## config.mk

```make
export PLATFORM = sky130hd
export DESIGN_NAME = i2c_cond_seq
export DESIGN_NICKNAME = d
export VERILOG_FILES = /design/src/rtl/i2c_cs_pkg.sv /design/src/rtl/i2c_cs_quarter.sv /design/src/rtl/i2c_cs_engine.sv /design/src/rtl/i2c_cs_regs.sv /design/src/rtl/i2c_cond_seq.sv
export SDC_FILE = /design/constraint.sdc
export NUM_CORES = 1
export LEC_CHECK = 0
export ABC_CLOCK_PERIOD_IN_PS = 3500
export CAP_MARGIN = 5
export CORE_MARGIN = 2
export CORE_UTILIZATION = 50
export DETAILED_ROUTE_END_ITERATION = 10
export GPL_TIMING_DRIVEN = 0
export PLACE_DENSITY = 0.71
export SLEW_MARGIN = 30
export SYNTH_ARGS = -nofsm -noshare
export SYNTH_HDL_FRONTEND = slang
export SYNTH_HIERARCHICAL = 1
export SYNTH_SLANG_ARGS = --single-unit
```

## constraint.sdc

```tcl
create_clock -name clk -period 3.5 [get_ports clk]
set_input_delay 0.7 -clock clk [delete_from_list [all_inputs] [get_ports clk]]
set_output_delay 0.7 -clock clk [all_outputs]
set_load 0.01 [all_outputs]
```

## src/rtl/i2c_cs_pkg.sv

```systemverilog
package i2c_cs_pkg;

  // Operation codes: values 0..4 line up with control-register bits 0..4.
  typedef enum logic [2:0] {
    OP_START  = 3'd0,
    OP_RSTART = 3'd1,
    OP_STOP   = 3'd2,
    OP_RECV   = 3'd3,
    OP_ACK    = 3'd4,
    OP_SEND   = 3'd5
  } op_t;

  localparam int CMD_N = 5;

  // Line levels {scl, sda} (1 = released) for quarter q of a bit of op.
  function automatic logic [1:0] quarter_lines(op_t op, logic [1:0] q, logic bitv);
    logic [1:0] r;
    case (op)
      OP_START:  r = (q == 2'd0) ? 2'b11 : (q == 2'd1) ? 2'b10 : 2'b00;
      OP_RSTART: r = (q == 2'd0) ? 2'b01 : (q == 2'd1) ? 2'b11 :
                     (q == 2'd2) ? 2'b10 : 2'b00;
      OP_STOP:   r = (q == 2'd0) ? 2'b00 : (q == 2'd1) ? 2'b10 : 2'b11;
      default:   r = {(q == 2'd1) || (q == 2'd2), bitv};
    endcase
    return r;
  endfunction

  // Number of bit periods an operation occupies.
  function automatic int bits_in(op_t op, int data_w);
    case (op)
      OP_SEND: return data_w + 1;
      OP_RECV: return data_w;
      default: return 1;
    endcase
  endfunction

  // Clock cycles per quarter for a divider value.
  function automatic int quarter_cycles(int div);
    return (div == 0) ? 1 : div;
  endfunction

  // Map a one-hot command field to its operation.
  function automatic op_t cmd_to_op(logic [CMD_N-1:0] c);
    if (c[0])      return OP_START;
    else if (c[1]) return OP_RSTART;
    else if (c[2]) return OP_STOP;
    else if (c[3]) return OP_RECV;
    else           return OP_ACK;
  endfunction

endpackage

```

## src/rtl/i2c_cs_quarter.sv

```systemverilog
module i2c_cs_quarter #(
  parameter int DIV_W = 8
) (
  input  logic             clk,
  input  logic             rst_n,
  input  logic             run,
  input  logic             hold,
  input  logic [DIV_W-1:0] div,
  output logic             tick
);
  logic [DIV_W-1:0] cnt_q;
  logic [DIV_W-1:0] last_cnt;

  assign last_cnt = (div == '0) ? '0 : div - 1'b1;
  assign tick     = run && !hold && (cnt_q == last_cnt);

  always_ff @(posedge clk) begin
    if (!rst_n || !run) cnt_q <= '0;
    else if (!hold)     cnt_q <= tick ? '0 : cnt_q + 1'b1;
  end
endmodule

```

## src/rtl/i2c_cs_engine.sv

```systemverilog
module i2c_cs_engine
  import i2c_cs_pkg::*;
#(
  parameter int DATA_W = 8
) (
  input  logic              clk,
  input  logic              rst_n,
  input  logic              launch,
  input  op_t               launch_op,
  input  logic [DATA_W-1:0] tx_byte,
  input  logic              ack_bit,
  input  logic              tick,
  input  logic              sda_in,
  output logic              busy,
  output op_t               run_op,
  output logic              scl_lvl,
  output logic              sda_lvl,
  output logic              ack_status,
  output logic              sample_evt,
  output logic              ack_sample,
  output logic              seq_done,
  output logic              rx_done,
  output logic [DATA_W-1:0] rx_byte
);
  localparam int CNT_W = $clog2(DATA_W + 2);

  op_t               op_q;
  logic [1:0]        q_q;
  logic [CNT_W-1:0]  bit_q;
  logic [DATA_W-1:0] sh_q;
  logic              busy_q, scl_q, sda_q, ack_q;
  logic              last_bit;
  logic [DATA_W-1:0] launch_sh;

  // Bit value driven during bit idx of an operation (1 = released).
  function automatic logic pick_bit(op_t o, logic [DATA_W-1:0] sh, int idx);
    int k;
    k = (idx < DATA_W) ? (DATA_W - 1 - idx) : 0;
    if (o == OP_SEND)     return (idx < DATA_W) ? sh[k] : 1'b1;
    else if (o == OP_ACK) return sh[DATA_W-1];
    else                  return 1'b1;
  endfunction

  assign launch_sh  = (launch_op == OP_ACK) ? {ack_bit, {(DATA_W-1){1'b0}}} : tx_byte;
  assign last_bit   = (int'(bit_q) == bits_in(op_q, DATA_W) - 1);
  assign sample_evt = busy_q && tick && (q_q == 2'd1);
  assign ack_sample = sample_evt && (op_q == OP_SEND) && (int'(bit_q) == DATA_W);
  assign seq_done   = busy_q && tick && (q_q == 2'd3) && last_bit;
  assign rx_done    = seq_done && (op_q == OP_RECV);
  assign rx_byte    = sh_q;

  assign busy       = busy_q;
  assign run_op     = op_q;
  assign scl_lvl    = scl_q;
  assign sda_lvl    = sda_q;
  assign ack_status = ack_q;

  always_ff @(posedge clk) begin
    if (!rst_n) begin
      busy_q <= 1'b0;
      op_q   <= OP_START;
      q_q    <= 2'd0;
      bit_q  <= '0;
      sh_q   <= '0;
      scl_q  <= 1'b1;
      sda_q  <= 1'b1;
      ack_q  <= 1'b0;
    end else if (launch && !busy_q) begin
      busy_q         <= 1'b1;
      op_q           <= launch_op;
      q_q            <= 2'd0;
      bit_q          <= '0;
      sh_q           <= launch_sh;
      {scl_q, sda_q} <= quarter_lines(launch_op, 2'd0, pick_bit(launch_op, launch_sh, 0));
    end else if (busy_q && tick) begin
      if (sample_evt && op_q == OP_RECV) sh_q <= {sh_q[DATA_W-2:0], sda_in};
      if (ack_sample) ack_q <= sda_in;
      if (q_q == 2'd3) begin
        if (last_bit) begin
          busy_q <= 1'b0;
        end else begin
          bit_q          <= bit_q + 1'b1;
          q_q            <= 2'd0;
          {scl_q, sda_q} <= quarter_lines(op_q, 2'd0, pick_bit(op_q, sh_q, int'(bit_q) + 1));
        end
      end else begin
        q_q            <= q_q + 2'd1;
        {scl_q, sda_q} <= quarter_lines(op_q, q_q + 2'd1, pick_bit(op_q, sh_q, int'(bit_q)));
      end
    end
  end
endmodule

```

## src/rtl/i2c_cs_regs.sv

```systemverilog
module i2c_cs_regs
  import i2c_cs_pkg::*;
#(
  parameter int          DATA_W    = 8,
  parameter int          DIV_W     = 8,
  parameter logic [DIV_W-1:0] DIV_RESET = 4
) (
  input  logic              clk,
  input  logic              rst_n,
  input  logic              reg_wr,
  input  logic              reg_rd,
  input  logic [1:0]        reg_addr,
  input  logic [DATA_W-1:0] reg_wdata,
  output logic [DATA_W-1:0] reg_rdata,
  input  logic              busy,
  input  op_t               run_op,
  input  logic              ack_status,
  input  logic              rx_done,
  input  logic [DATA_W-1:0] rx_byte,
  output logic              launch,
  output op_t               launch_op,
  output logic              ack_bit,
  output logic              rx_full,
  output logic [DIV_W-1:0]  div
);
  localparam logic [1:0] A_CTRL = 2'd0, A_TX = 2'd1, A_RX = 2'd2, A_DIV = 2'd3;

  logic              ctrl_wr, tx_wr, cmd_ok;
  logic [CMD_N-1:0]  cmd_field, cmd_bits;
  logic              ack_data_q, rx_full_q;
  logic [DATA_W-1:0] rx_buf_q;
  logic [DIV_W-1:0]  div_q;
  logic [7:0]        ctrl_view;

  assign ctrl_wr   = reg_wr && (reg_addr == A_CTRL);
  assign tx_wr     = reg_wr && (reg_addr == A_TX);
  assign cmd_field = reg_wdata[CMD_N-1:0];
  assign cmd_ok    = $onehot(cmd_field);
  assign launch    = !busy && ((ctrl_wr && cmd_ok) || tx_wr);
  assign launch_op = tx_wr ? OP_SEND : cmd_to_op(cmd_field);
  assign ack_bit   = ctrl_wr ? reg_wdata[5] : ack_data_q;
  assign rx_full   = rx_full_q;
  assign div       = div_q;

  for (genvar i = 0; i < CMD_N; i++) begin : g_cmd
    assign cmd_bits[i] = busy && (run_op == op_t'(i));
  end

  assign ctrl_view = {busy, ack_status, ack_data_q, cmd_bits};

  always_comb begin
    case (reg_addr)
      A_CTRL:  reg_rdata = DATA_W'(ctrl_view);
      A_TX:    reg_rdata = DATA_W'(rx_full_q);
      A_RX:    reg_rdata = rx_buf_q;
      default: reg_rdata = DATA_W'(div_q);
    endcase
  end

  always_ff @(posedge clk) begin
    if (!rst_n) begin
      ack_data_q <= 1'b0;
      rx_full_q  <= 1'b0;
      rx_buf_q   <= '0;
      div_q      <= DIV_RESET;
    end else begin
      if (ctrl_wr) ack_data_q <= reg_wdata[5];
      if (reg_wr && reg_addr == A_DIV) div_q <= reg_wdata[DIV_W-1:0];
      if (rx_done) begin
        rx_buf_q  <= rx_byte;
        rx_full_q <= 1'b1;
      end else if (reg_rd && reg_addr == A_RX) begin
        rx_full_q <= 1'b0;
      end
    end
  end
endmodule

```

## src/rtl/i2c_cond_seq.sv

```systemverilog
module i2c_cond_seq
  import i2c_cs_pkg::*;
#(
  parameter int               DATA_W    = 8,
  parameter int               DIV_W     = 8,
  parameter logic [DIV_W-1:0] DIV_RESET = 4
) (
  input  logic              clk,
  input  logic              rst_n,
  input  logic              reg_wr,
  input  logic              reg_rd,
  input  logic [1:0]        reg_addr,
  input  logic [DATA_W-1:0] reg_wdata,
  output logic [DATA_W-1:0] reg_rdata,
  output logic              scl_oe,
  input  logic              scl_in,
  output logic              sda_oe,
  input  logic              sda_in
);
  // Named internal events, also observed by the bound checker.
  logic              accept_go, busy, tick, hold;
  logic              scl_lvl, sda_lvl, ack_status, ack_bit;
  logic              sample_evt, ack_sample, seq_done, rx_done, rx_full;
  logic [DATA_W-1:0] rx_byte;
  logic [DIV_W-1:0]  div;
  op_t               launch_op, run_op;

  assign hold   = scl_lvl && !scl_in;
  assign scl_oe = !scl_lvl;
  assign sda_oe = !sda_lvl;

  i2c_cs_regs #(.DATA_W(DATA_W), .DIV_W(DIV_W), .DIV_RESET(DIV_RESET)) u_regs (
    .clk(clk), .rst_n(rst_n), .reg_wr(reg_wr), .reg_rd(reg_rd),
    .reg_addr(reg_addr), .reg_wdata(reg_wdata), .reg_rdata(reg_rdata),
    .busy(busy), .run_op(run_op), .ack_status(ack_status),
    .rx_done(rx_done), .rx_byte(rx_byte), .launch(accept_go),
    .launch_op(launch_op), .ack_bit(ack_bit), .rx_full(rx_full), .div(div)
  );

  i2c_cs_quarter #(.DIV_W(DIV_W)) u_quarter (
    .clk(clk), .rst_n(rst_n), .run(busy), .hold(hold), .div(div), .tick(tick)
  );

  i2c_cs_engine #(.DATA_W(DATA_W)) u_engine (
    .clk(clk), .rst_n(rst_n), .launch(accept_go), .launch_op(launch_op),
    .tx_byte(reg_wdata), .ack_bit(ack_bit), .tick(tick), .sda_in(sda_in),
    .busy(busy), .run_op(run_op), .scl_lvl(scl_lvl), .sda_lvl(sda_lvl),
    .ack_status(ack_status), .sample_evt(sample_evt), .ack_sample(ack_sample),
    .seq_done(seq_done), .rx_done(rx_done), .rx_byte(rx_byte)
  );
endmodule

```

== Word level (Yosys, flattened, before mapping) ==
Index checks and enable logic that the tools add are counted.

* Input port bits: 16
* Output and inout bits: 10
* Word-level logic and storage cells: 158
* Bits in registers: 47

* $add $sub $neg: 12
* Multiplexer cells: 55
* Reductions and logical operators: 49
* Equal/unequal tests: 22
* Bitwise logic cells: 3
* Magnitude comparators: 4

{| class="wikitable"
|+ Operators with widths
! operator !! number
|-
| 32-bit by 5-bit less-than comparator with 1-bit output (second input constant) || 3
|-
| 32-bit 2-to-1 mux || 2
|-
| 8-bit 2-to-1 mux || 6
|-
| 5-bit by 32-bit equality test with 1-bit output || 1
|-
| 4-bit by 32-bit subtractor with 32-bit output (first input constant) || 1
|-
| 1-bit 2-to-1 mux || 27
|-
| 8-bit case mux with 3 select lines || 1
|-
| 1-bit logical AND || 23
|-
| 2-bit case mux with 3 select lines || 3
|-
| 2-bit 2-to-1 mux || 8
|-
| 3-bit 2-to-1 mux || 5
|-
| 3-bit equality test (second input constant) || 4
|-
| 2-bit nonzero test || 5
|-
| 3-bit by 1-bit equality test with 1-bit output (second input constant) || 3
|-
| 3-bit by 2-bit equality test with 1-bit output (second input constant) || 3
|-
| 3-bit AND reduction || 3
|-
| 8-bit by 1-bit adder with 8-bit output (second input constant) || 1
|-
| 2-bit equality test (second input constant) || 4
|-
| 8-bit equality test || 1
|-
| 8-bit logical NOT || 1
|-
| 4-bit case mux with 2 select lines || 1
|-
| 8-bit by 1-bit subtractor with 8-bit output (second input constant) || 1
|-
| 1-bit binary-select mux with 3-bit select || 2
|-
| 2-bit by 1-bit equality test with 1-bit output (second input constant) || 3
|-
| other kinds (19) || 33
|}

== Logic depth before layout (Yosys ltp) ==
Gate-level depths: netlist (run 1).

* Depth in word-level cells: 13
* Depth in mapped cells: 13
* Depth with buffers taken out: 12

== By module ==
Netlist (run 1), hierarchy kept.

{| class="wikitable"
|+ By module, submodules not included
! module !! instances !! area each (µm²) !! cells an instance !! sequential area each (µm²)
|-
| i2c_cs_engine || 1 || 1,327.5 || 160 || 420.4
|-
| i2c_cs_regs || 1 || 1,073.5 || 122 || 360.3
|-
| i2c_cs_quarter || 1 || 840.8 || 101 || 160.2
|-
| i2c_cond_seq || 1 || 21.3 || 3 || 0.0
|}

== Worst setup path before layout (run 1) ==
No wires, ideal clock.

* Path kind: input to register
* From: input reg_wdata[0]
* To: register u_engine.scl_q, in the netlist u_engine/scl_lvl
* Buffers on the path: 0
* Cell stages on the path: 12
* Path slack: 0.353 ns
* Required time: 3.414 ns
* Arrival time: 3.061 ns
* Library setup time: 0.086 ns
* Cell sequence: inv_1 -> fa_1 -> fa_1 -> inv_1 -> ha_1 -> nor3_1 -> nor2_1 -> nor4b_1 -> nand2b_1 -> nand2_1 -> a31oi_1 -> a211oi_1

* Cells in the longest elaborated chain, start to end: 10
* Elaborated cells between the ends (all ways): 18
* Those cells by class: add/sub: 3; eq/ne: 4; mux: 4; reduce/logical: 7

{| class="wikitable"
|+ RTL lines
! what !! RTL line !! RTL
|-
| start: declaration || i2c_cond_seq.sv:13 || <nowiki>input logic [DATA_W-1:0] reg_wdata,</nowiki>
|-
| 1-bit by 1-bit adder with 2-bit output (implied by the code) (*) || i2c_cs_regs.sv:38 || <nowiki>assign cmd_ok = $onehot(cmd_field);</nowiki>
|-
| 3-bit adder (implied by the code) (*) || i2c_cs_regs.sv:38 ||
|-
| 3-bit by 1-bit adder with 3-bit output (implied by the code) (*) || i2c_cs_regs.sv:38 ||
|-
| 3-bit by 1-bit equality test with 1-bit output (*) || i2c_cs_regs.sv:38 ||
|-
| 1-bit logical AND (*) || i2c_cs_regs.sv:39 || <nowiki>assign launch = !busy && ((ctrl_wr && cmd_ok) || tx_wr);</nowiki>
|-
| 1-bit logical OR (*) || i2c_cs_regs.sv:39 ||
|-
| 1-bit logical AND (*) || i2c_cs_regs.sv:39 ||
|-
| named net accept_go || i2c_cond_seq.sv:21 || <nowiki>logic accept_go, busy, tick, hold;</nowiki>
|-
| 1-bit logical AND (*) || i2c_cs_engine.sv:68 || <nowiki>end else if (launch && !busy_q) begin</nowiki>
|-
| 3-bit != test (no line) or 2-bit nonzero test (tied branches) || -- ||
|-
| 2-bit AND reduction (no line) || -- ||
|-
| end signal: assignment || i2c_cs_engine.sv:74 || <nowiki>{scl_q, sda_q} <= quarter_lines(launch_op, 2'd0, pick_bit(launch_op, launch_sh, 0));</nowiki>
|-
| end signal: assignment || i2c_cs_engine.sv:84 || <nowiki>{scl_q, sda_q} <= quarter_lines(op_q, 2'd0, pick_bit(op_q, sh_q, int'(bit_q) + 1));</nowiki>
|-
| end signal: assignment || i2c_cs_engine.sv:88 || <nowiki>{scl_q, sda_q} <= quarter_lines(op_q, q_q + 2'd1, pick_bit(op_q, sh_q, int'(bit_q)));</nowiki>
|-
| end: declaration || i2c_cs_engine.sv:31 || <nowiki>logic busy_q, scl_q, sda_q, ack_q;</nowiki>
|}

Mark *: on every way through the listed nets, which the timed path passes. The rest lies on a longest branch.
A chain may end at the register's enable or synchronous reset.

== Final worst setup path (run 1) ==
* From: register u_regs.div_q[1], in the netlist u_regs/div[1]
* To: register u_regs.rx_buf_q[5]

* Cells in the longest elaborated chain, start to end: 8
* Elaborated cells between the ends (all ways): 9
* Those cells by class: add/sub: 1; eq/ne: 1; mux: 1; reduce/logical: 6

{| class="wikitable"
|+ RTL lines
! what !! RTL line !! RTL
|-
| start: declaration || i2c_cs_regs.sv:32 || <nowiki>logic [DIV_W-1:0] div_q;</nowiki>
|-
| start signal: assignment || i2c_cs_regs.sv:68 || <nowiki>if (reg_wr && reg_addr == A_DIV) div_q <= reg_wdata[DIV_W-1:0];</nowiki>
|-
| 8-bit by 1-bit subtractor with 8-bit output or 8-bit logical NOT (tied branches) || i2c_cs_quarter.sv:14 || <nowiki>assign last_cnt = (div == '0) ? '0 : div - 1'b1;</nowiki>
|-
| 8-bit 2-to-1 mux (*) || i2c_cs_quarter.sv:14 ||
|-
| 8-bit equality test (*) || i2c_cs_quarter.sv:15 || <nowiki>assign tick = run && !hold && (cnt_q == last_cnt);</nowiki>
|-
| 1-bit logical AND (*) || i2c_cs_quarter.sv:15 ||
|-
| named net tick || i2c_cond_seq.sv:21 ||
|-
| 1-bit logical AND (*) (3 in series) || i2c_cs_engine.sv:48 || <nowiki>assign seq_done = busy_q && tick && (q_q == 2'd3) && last_bit;</nowiki>
|-
| 1-bit logical AND (*) || i2c_cs_engine.sv:49 || <nowiki>assign rx_done = seq_done && (op_q == OP_RECV);</nowiki>
|-
| named net rx_done || i2c_cond_seq.sv:23 || <nowiki>logic sample_evt, ack_sample, seq_done, rx_done, rx_full;</nowiki>
|-
| end signal: assignment || i2c_cs_regs.sv:70 || <nowiki>rx_buf_q <= rx_byte;</nowiki>
|-
| end: declaration || i2c_cs_regs.sv:31 || <nowiki>logic [DATA_W-1:0] rx_buf_q;</nowiki>
|}

Marks and branches as above.

==> impl_metrics.toml, run 1 <==
[global_routing]
grt_usage_pct = 24.2
grt_pass1_vias = 2850
grt_max_degree = 19
grt-ovfl-total = 0
antenna_found_initial = 0
grt_first_pass_wirelength_um = 13900

[yosys]
synthTopCellsByArea = "dfxtp_1 29%, nand2_1 5.8%, mux2i_1 4.9%"
synth-seq-cells = 47
synth_top_area_share_pct = 28.8
ys_seq_area_share_pct = 28.8
syn_avg_cell_area_sq_um = 8.45
synthArstFlopShare_pct = 0
synth_cells = 386
synth.distinct_cells = 75
synth_fp_nets = 410
ys.flop_type = "dfxtp_1"
yosys_warnings = 6
synth_area_sq_mm = 0.00326
synth_edf_count = 0
synth_top_cell_by_area = "dfxtp_1"

[power_and_ir_drop]
internal-power_uw = 782
ir_worst_vdd_mv = 0.230
p_per_area_mw_per_mm2 = 296
seqPwrFrac_pct = 51.8
p_switching_uw = 327
switching_share_pct = 29.5
power.leakage_nw = 1.32
p_comb_share_pct = 18.2
total_power_mw = 1.11
clock_power_share_pct = 29.9

[placement]
gp_congestion = 0.909
dp_hpwl_um = 6070
placedInstanceArea_sq_mm = 0.00359
dp_cells = 486
io_buffer_count = 23

[clocking]
root_buffer = "clkbuf_8"
clkSlewWorstSetupHoldPaths_ns = 0.09
tritoncts = "done"
cts_hold_buf = 0
clock_sinks = 47
htreeDepth = 2
cts_buffer_depth = 2
cts_inserted_buffers = 5
insertion_delay_ns = 0.30

[drt]
drt_iter0_drc = 161
routedWlPerCell_um = 16.4
viasPerCell = 5.80
drtPass1Iterations = 4
drt-total-wl_um = 8130
via_count = 2876
postRouteAntennaNets = 0
drc = 0

[timing]
rsz0062_at_grt = "false"
period_minus_slack_ns = 3.18
worstMarginPinSlew_ns = 0.904
hold_violations = 0
skew_ns = 0.00569
slew_viol_final = 0
fmax_ghz = 0.314
finalSetupViolCount = 0
finalCritPeriodShare_pct = 90.9
maxSlewHeadroom_pct = 38.9

[cells_and_area]
fin_area_sq_mm = 0.00375
final_nets = 442
antenna-diode-count = 0
drive_gt1_share_pct = 16.7
area_growth_pct = 14.8
layoutNonFillerInstCount = 496

[worst_setup_path]
criticalPathCategory = "flop to flop"
arrival_ns = 3.38
worstPathMaxFanout = 9
required_ns = 3.70
critPathLaunchType = "flop"
endpoint_kind = "flop"

[die]
die_w_um = 84.8
core_sq_mm = 0.00631
std_cell_rows = 29
dieArea_sq_mm = 0.00719
start_util_pct = 51.7
io_pins = 26
die_y_um = 84.8

[status]
status = "completed"

[min_path]
hp-class = "flop to flop"

[run]
cap_violations = 0
==> power groups by stage <==
stage	combinational, mW	sequential (mW)	clock [mW]
finish	0.202	0.575	0.332
global route	0.223	0.578	0.360
CTS	0.198	0.575	0.343
detailed placement	0.189	0.586	0
global placement	0.187	0.585	0
floorplan	0.128	0.577	0
==> cells in the final DEF, fill, tap and decap left out, drive strengths merged, types with 10 or more instances in the layout <==
master / Yosys / final
dfxtp: 47 / 47
xnor2: 13 / 13
nor3: 10 / 10
nor2b: 17 / 17
buf: 15 / 17
mux2i: 17 / 17
clkbuf: 4 / 12
nand3: 11 / 11
o21ai: 24 / 24
clkdlybuf4s50: 0 / 20
a21boi: 11 / 11
nor2: 31 / 31
inv: 18 / 18
a21oi: 22 / 22
nand2: 51 / 51
==> repair_timing <==
item                                    in CTS  in global routing
hold endpoints to repair                     0                  0
endpoints found under the setup margin      20                 21
pin swaps                                    1                  0
gates resized for setup                     14                  9
buffers inserted                             1                  1
==> kinds of logic after synthesis <==
family / after synthesis / synth area share [%]
DFF: 47 / 28.8
and+or+nand+nor: 156 / 26.5
muxes: 24 / 9.05
AOI/OAI and AO/OA: 96 / 21.2
buffers and inverters: 37 / 5.87
adders and majority gates: 8 / 3.53
xor gates and xnor gates: 18 / 5.06
==> final cells by class <==
cell class | count | area [sq um]
multi-input cells | 302 | 2180
fillers | 607 | 2570
flip-flops and latches | 47 | 942
plain buffers | 19 | 125
well taps | 77 | 96.3
clock inverters | 3 | 20.0
repair buffers | 25 | 243
inverters | 18 | 67.6
clock buffers | 5 | 68.8
==> critical path, cell delays in order (launching register included) <==
cell and delay (ns):
dfxtp_1 0.49, inv_1 0.12, ha_1 0.19, buf_4 0.16
nor3b_4 0.18, buf_12 0.15, xnor2_1 0.11, o22ai_1 0.18
o221ai_2 0.17, nor3_2 0.21, nand3_1 0.20, nor3_1 0.29
buf_2 0.32, mux2i_1 0.23, nor2b_1 0.06
==> metal layers <==
layer	part of all wire [%]	GRT usage [%]	wire length, um
met1	47	32.3	3780
met2	47	39.7	3840
met3	4.3	3.93	346
met4	1.8	8.37	150
met5	0	0	0
==> per-stage QoR <==
stage	util [%]	worst slack, ns	setup TNS (ns)	hold slack [ns]
2_1_floorplan	-	0.353	0	0.449
5_1_grt	59.3	0.00432	0	0.506
3_3_place_gp	56.9	-0.966	-16.22	0.461
4_1_cts	59.1	0.0716	0	0.480
6_report	59.3	0.317	0	0.476
3_5_place_dp	56.9	-0.962	-16.31	0.467
==> final timing paths <==
kind	from	end	slack [ns]	cells past startpoint
setup / recovery	u_regs/div[1]$_SDFFE_PN0P_	u_regs/rx_buf_q[5]$_SDFFE_PN0P_	0.32	14
hold reg to reg	u_regs/div[3]$_SDFFE_PN0P_	u_regs/div[3]$_SDFFE_PN0P_	0.48	2
setup reg to reg	u_regs/div[1]$_SDFFE_PN0P_	u_regs/rx_buf_q[5]$_SDFFE_PN0P_	0.32	14
hold / removal	u_regs/div[3]$_SDFFE_PN0P_	u_regs/div[3]$_SDFFE_PN0P_	0.48	2
==> synthesized netlist by cell type, types with 2 or more instances <==
cell type   n
mux2i_1    16
nand2_1    50
nor4_1      2
nor4b_1     2
nor3_2      2
a22o_1      3
o211ai_1    2
ha_1        6
mux4_2      3
xor2_1      4
buf_1       2
and3_1      4
fa_1        2
nor2_1     30
buf_2       5
a31o_2      2
a31oi_1     4
o22ai_1     2
o21ai_0    24
inv_1      18
dfxtp_1    47
a211oi_1    7
nand3_1    10
nor4_4      2
nand4_1     2
clkbuf_1    3
xnor2_1    13
a21oi_1    21
nor3_1      8
a21boi_0    4
buf_6       4
a21boi_1    7
nor2b_1    16
mux2_2      4
buf_4       4
nor4bb_1    2
nand2b_1    7
nand3b_1    5
==> state kept, by name (all words and copies together), names as in the netlist <==
signal               cells
u_quarter/cnt_q          8
u_regs/div               8
u_regs/rx_buf_q          8
u_engine/q_q             2
u_engine/rx_byte         8
u_engine/sda_lvl         1
u_engine/run_op          3
u_regs/ack_data_q        1
u_engine/busy            1
u_regs/rx_full           1
u_engine/scl_lvl         1
u_engine/bit_q           4
u_engine/ack_status      1
Note: power is estimated with default switching activity, not from simulation.
==> inputs of run 2 (changes only) <==
--- a/config.mk
+++ b/config.mk
@@ -12,6 +12,7 @@
 export DETAILED_ROUTE_END_ITERATION = 10
 export GPL_TIMING_DRIVEN = 0
 export PLACE_DENSITY = 0.71
+export REMOVE_ABC_BUFFERS = 1
 export SLEW_MARGIN = 30
 export SYNTH_ARGS = -nofsm -noshare
 export SYNTH_HDL_FRONTEND = slang
==> run 2 against run 1 <==
- via count down 2.2%
- non-clock buffer count down 14
- worst setup slack worse by 0.070 ns
- global-route usage down 3.2 points
- fmax down 2.2%
- sequential power about the same
==> impl_metrics.toml, run 2 (synthesized netlist as in run 1, its figures left out) <==
[status]
status = "completed"

[timing]
maxSlewHeadroom_pct = 43.1
slew_viol_final = 0
hold_violations = 0
hold-worst-slack_ns = 0.526
period_minus_slack_ns = 3.25
finalSetupViolCount = 0
worstMarginPinSlew_ns = 0.843
skew_ns = 0.00759
finalCritPeriodShare_pct = 93.0
fmax_ghz = 0.307

[clocking]
root_buffer = "clkbuf_8"
insertion_delay_ns = 0.31
cts_inserted_buffers = 5
clkSlewWorstSetupHoldPaths_ns = 0.09
clock_sinks = 47
cts_buffer_depth = 2
cts_hold_buf = 0
htreeDepth = 2
tritoncts = "done"

[cells_and_area]
final_common_cell = "nand2_1"
final_cell_mix = "48 x nand2_1, 47 x dfxtp_1, 29 x nor2_1, 24 x o21ai_0, 21 x a21oi_1"
area_growth_pct = 13.0
drive_gt1_share_pct = 14.8
nFillCells = 610
layoutNonFillerInstCount = 482
final_nets = 428
antenna-diode-count = 0

[worst_setup_path]
endpoint_kind = "flop"
critPathMaxStageDelay_ns = 0.50
arrival_ns = 3.47
crit_family = "adder cells"
criticalPathCategory = "primary input to flop"
worstPathMaxFanout = 15
path_buf_inv = 4
crit_chain = "clkbuf_2, inv_1, fa_1, fa_1, inv_1, ha_1, nor3_1, nor2_1, nor4b_4, buf_4, nand2b_4, nand2_4, a31oi_1, a211oi_1"
cp_slowest_cell = "fa_1"
required_ns = 3.72
critPathLaunchType = "primary input"

[power_and_ir_drop]
total_power_mw = 1.17
internal-power_uw = 848
switching_share_pct = 27.4
p_switching_uw = 320
power.leakage_nw = 1.29
p_comb_share_pct = 16.1
ir_worst_vdd_mv = 0.299
p_per_area_mw_per_mm2 = 317
seqPwrFrac_pct = 49.3
clock_power_share_pct = 34.6

[global_routing]
grt_usage_pct = 21.0
grt_first_pass_wirelength_um = 12300
grt-ovfl-total = 0
grt_max_degree = 37
antenna_found_initial = 0
grt_pass1_vias = 2601

[drt]
drtPass1Iterations = 4
via_count = 2812
viasPerCell = 5.83
drt_iter0_drc = 145
postRouteAntennaNets = 0
routedWlPerCell_um = 15.6
drc = 0
drt-total-wl_um = 7520

[die]
die_y_um = 84.8
std_cell_rows = 29
core_sq_mm = 0.00631
dieArea_sq_mm = 0.00719
die_w_um = 84.8
io_pins = 26
start_util_pct = 51.7

[min_path]
hp-class = "flop to flop"

[run]
cap_violations = 0

[placement]
gp_congestion = 0.872
dp_hpwl_um = 5510
dp_cells = 470
io_buffer_count = 25
## run 2: cell types whose count changed in the layout (fill, tap and decap cells not counted), moves of 2 or more
cell and delta:
clkbuf_1 -2, clkinvlp_4 -2, buf_2 -4, clkbuf_2 -2, dlymetal6s2s_1 +2, buf_1 -2
buf_6 -4
## run 2: per-layer routing
layer,global-route usage (%),wire [um],up-vias,part of all wire [%]
met4,6.35,110,0,1.5
li1,-,-,1412,-
met3,3.24,285,9,3.8
met5,0,0,-,0
met1,28.5,3680,1328,49
met2,34.6,3440,63,46
## run 2: power groups by stage
stage / clock network (mW) / logic [mW] / registers (mW)
floorplan: 0 / 0.113 / 0.579
global placement: 0 / 0.175 / 0.587
detailed placement: 0 / 0.177 / 0.588
CTS: 0.412 / 0.186 / 0.576
global route: 0.432 / 0.206 / 0.580
finish: 0.404 / 0.188 / 0.576
## run 2: layout make-up
class	count	area, sq um	share of cell area (%)
multi-input combinational	302	2200	59.6
sequential	47	941	25.5
timing repair buffer	30	273	7.40
tap	77	96.3	2.61
clock buffer	5	68.8	1.87
inverter	18	67.6	1.83
clock inverter	3	43.8	1.19
## run 2: worst paths after layout
| kind | startpoint | to | slack [ns] | depth (start not counted) |
|---|---|---|---|---|
| max | reg_wdata[0] | u_engine/scl_lvl$_SDFFE_PN1P_ | 0.25 | 14 |
| min | u_engine/q_q[1]$_SDFFE_PP0P_ | u_engine/q_q[1]$_SDFFE_PP0P_ | 0.53 | 2 |
| max reg2reg | u_regs/div[0]$_SDFFE_PN0P_ | u_regs/rx_buf_q[0]$_SDFFE_PN0P_ | 0.29 | 12 |
| min reg2reg | u_engine/q_q[1]$_SDFFE_PP0P_ | u_engine/q_q[1]$_SDFFE_PP0P_ | 0.53 | 2 |
## run 2: worst reg2reg max path, stage by stage, from the launching register on
cell      delay [ns]
dfxtp_1         0.43
inv_1           0.13
ha_2            0.28
nor3b_4         0.41
nand2_2         0.11
a221oi_2        0.31
o221ai_2        0.20
nor3_2          0.23
nand3_1         0.24
nor3_4          0.28
buf_4           0.23
mux2i_1         0.20
nor2b_1         0.06
## run 2: stage by stage
stage	setup slack (ns)	utilization [%]	area, sq um	setup TNS, ns
2_1_floorplan	0.0229	-	3140	0
3_3_place_gp	-1.18	55.2	3490	-25.89
3_5_place_dp	-1.25	55.3	3490	-20.88
4_1_cts	0.0385	58.1	3670	0
5_1_grt	-0.0107	58.4	3690	-0.0107
6_report	0.247	58.4	3690	0
## run 2: what timing repair did
item,4_1_cts,5_1_grt
resized for setup,15,10
setup buffers,1,3
pin swaps,1,2
endpoints found under the setup margin,25,23
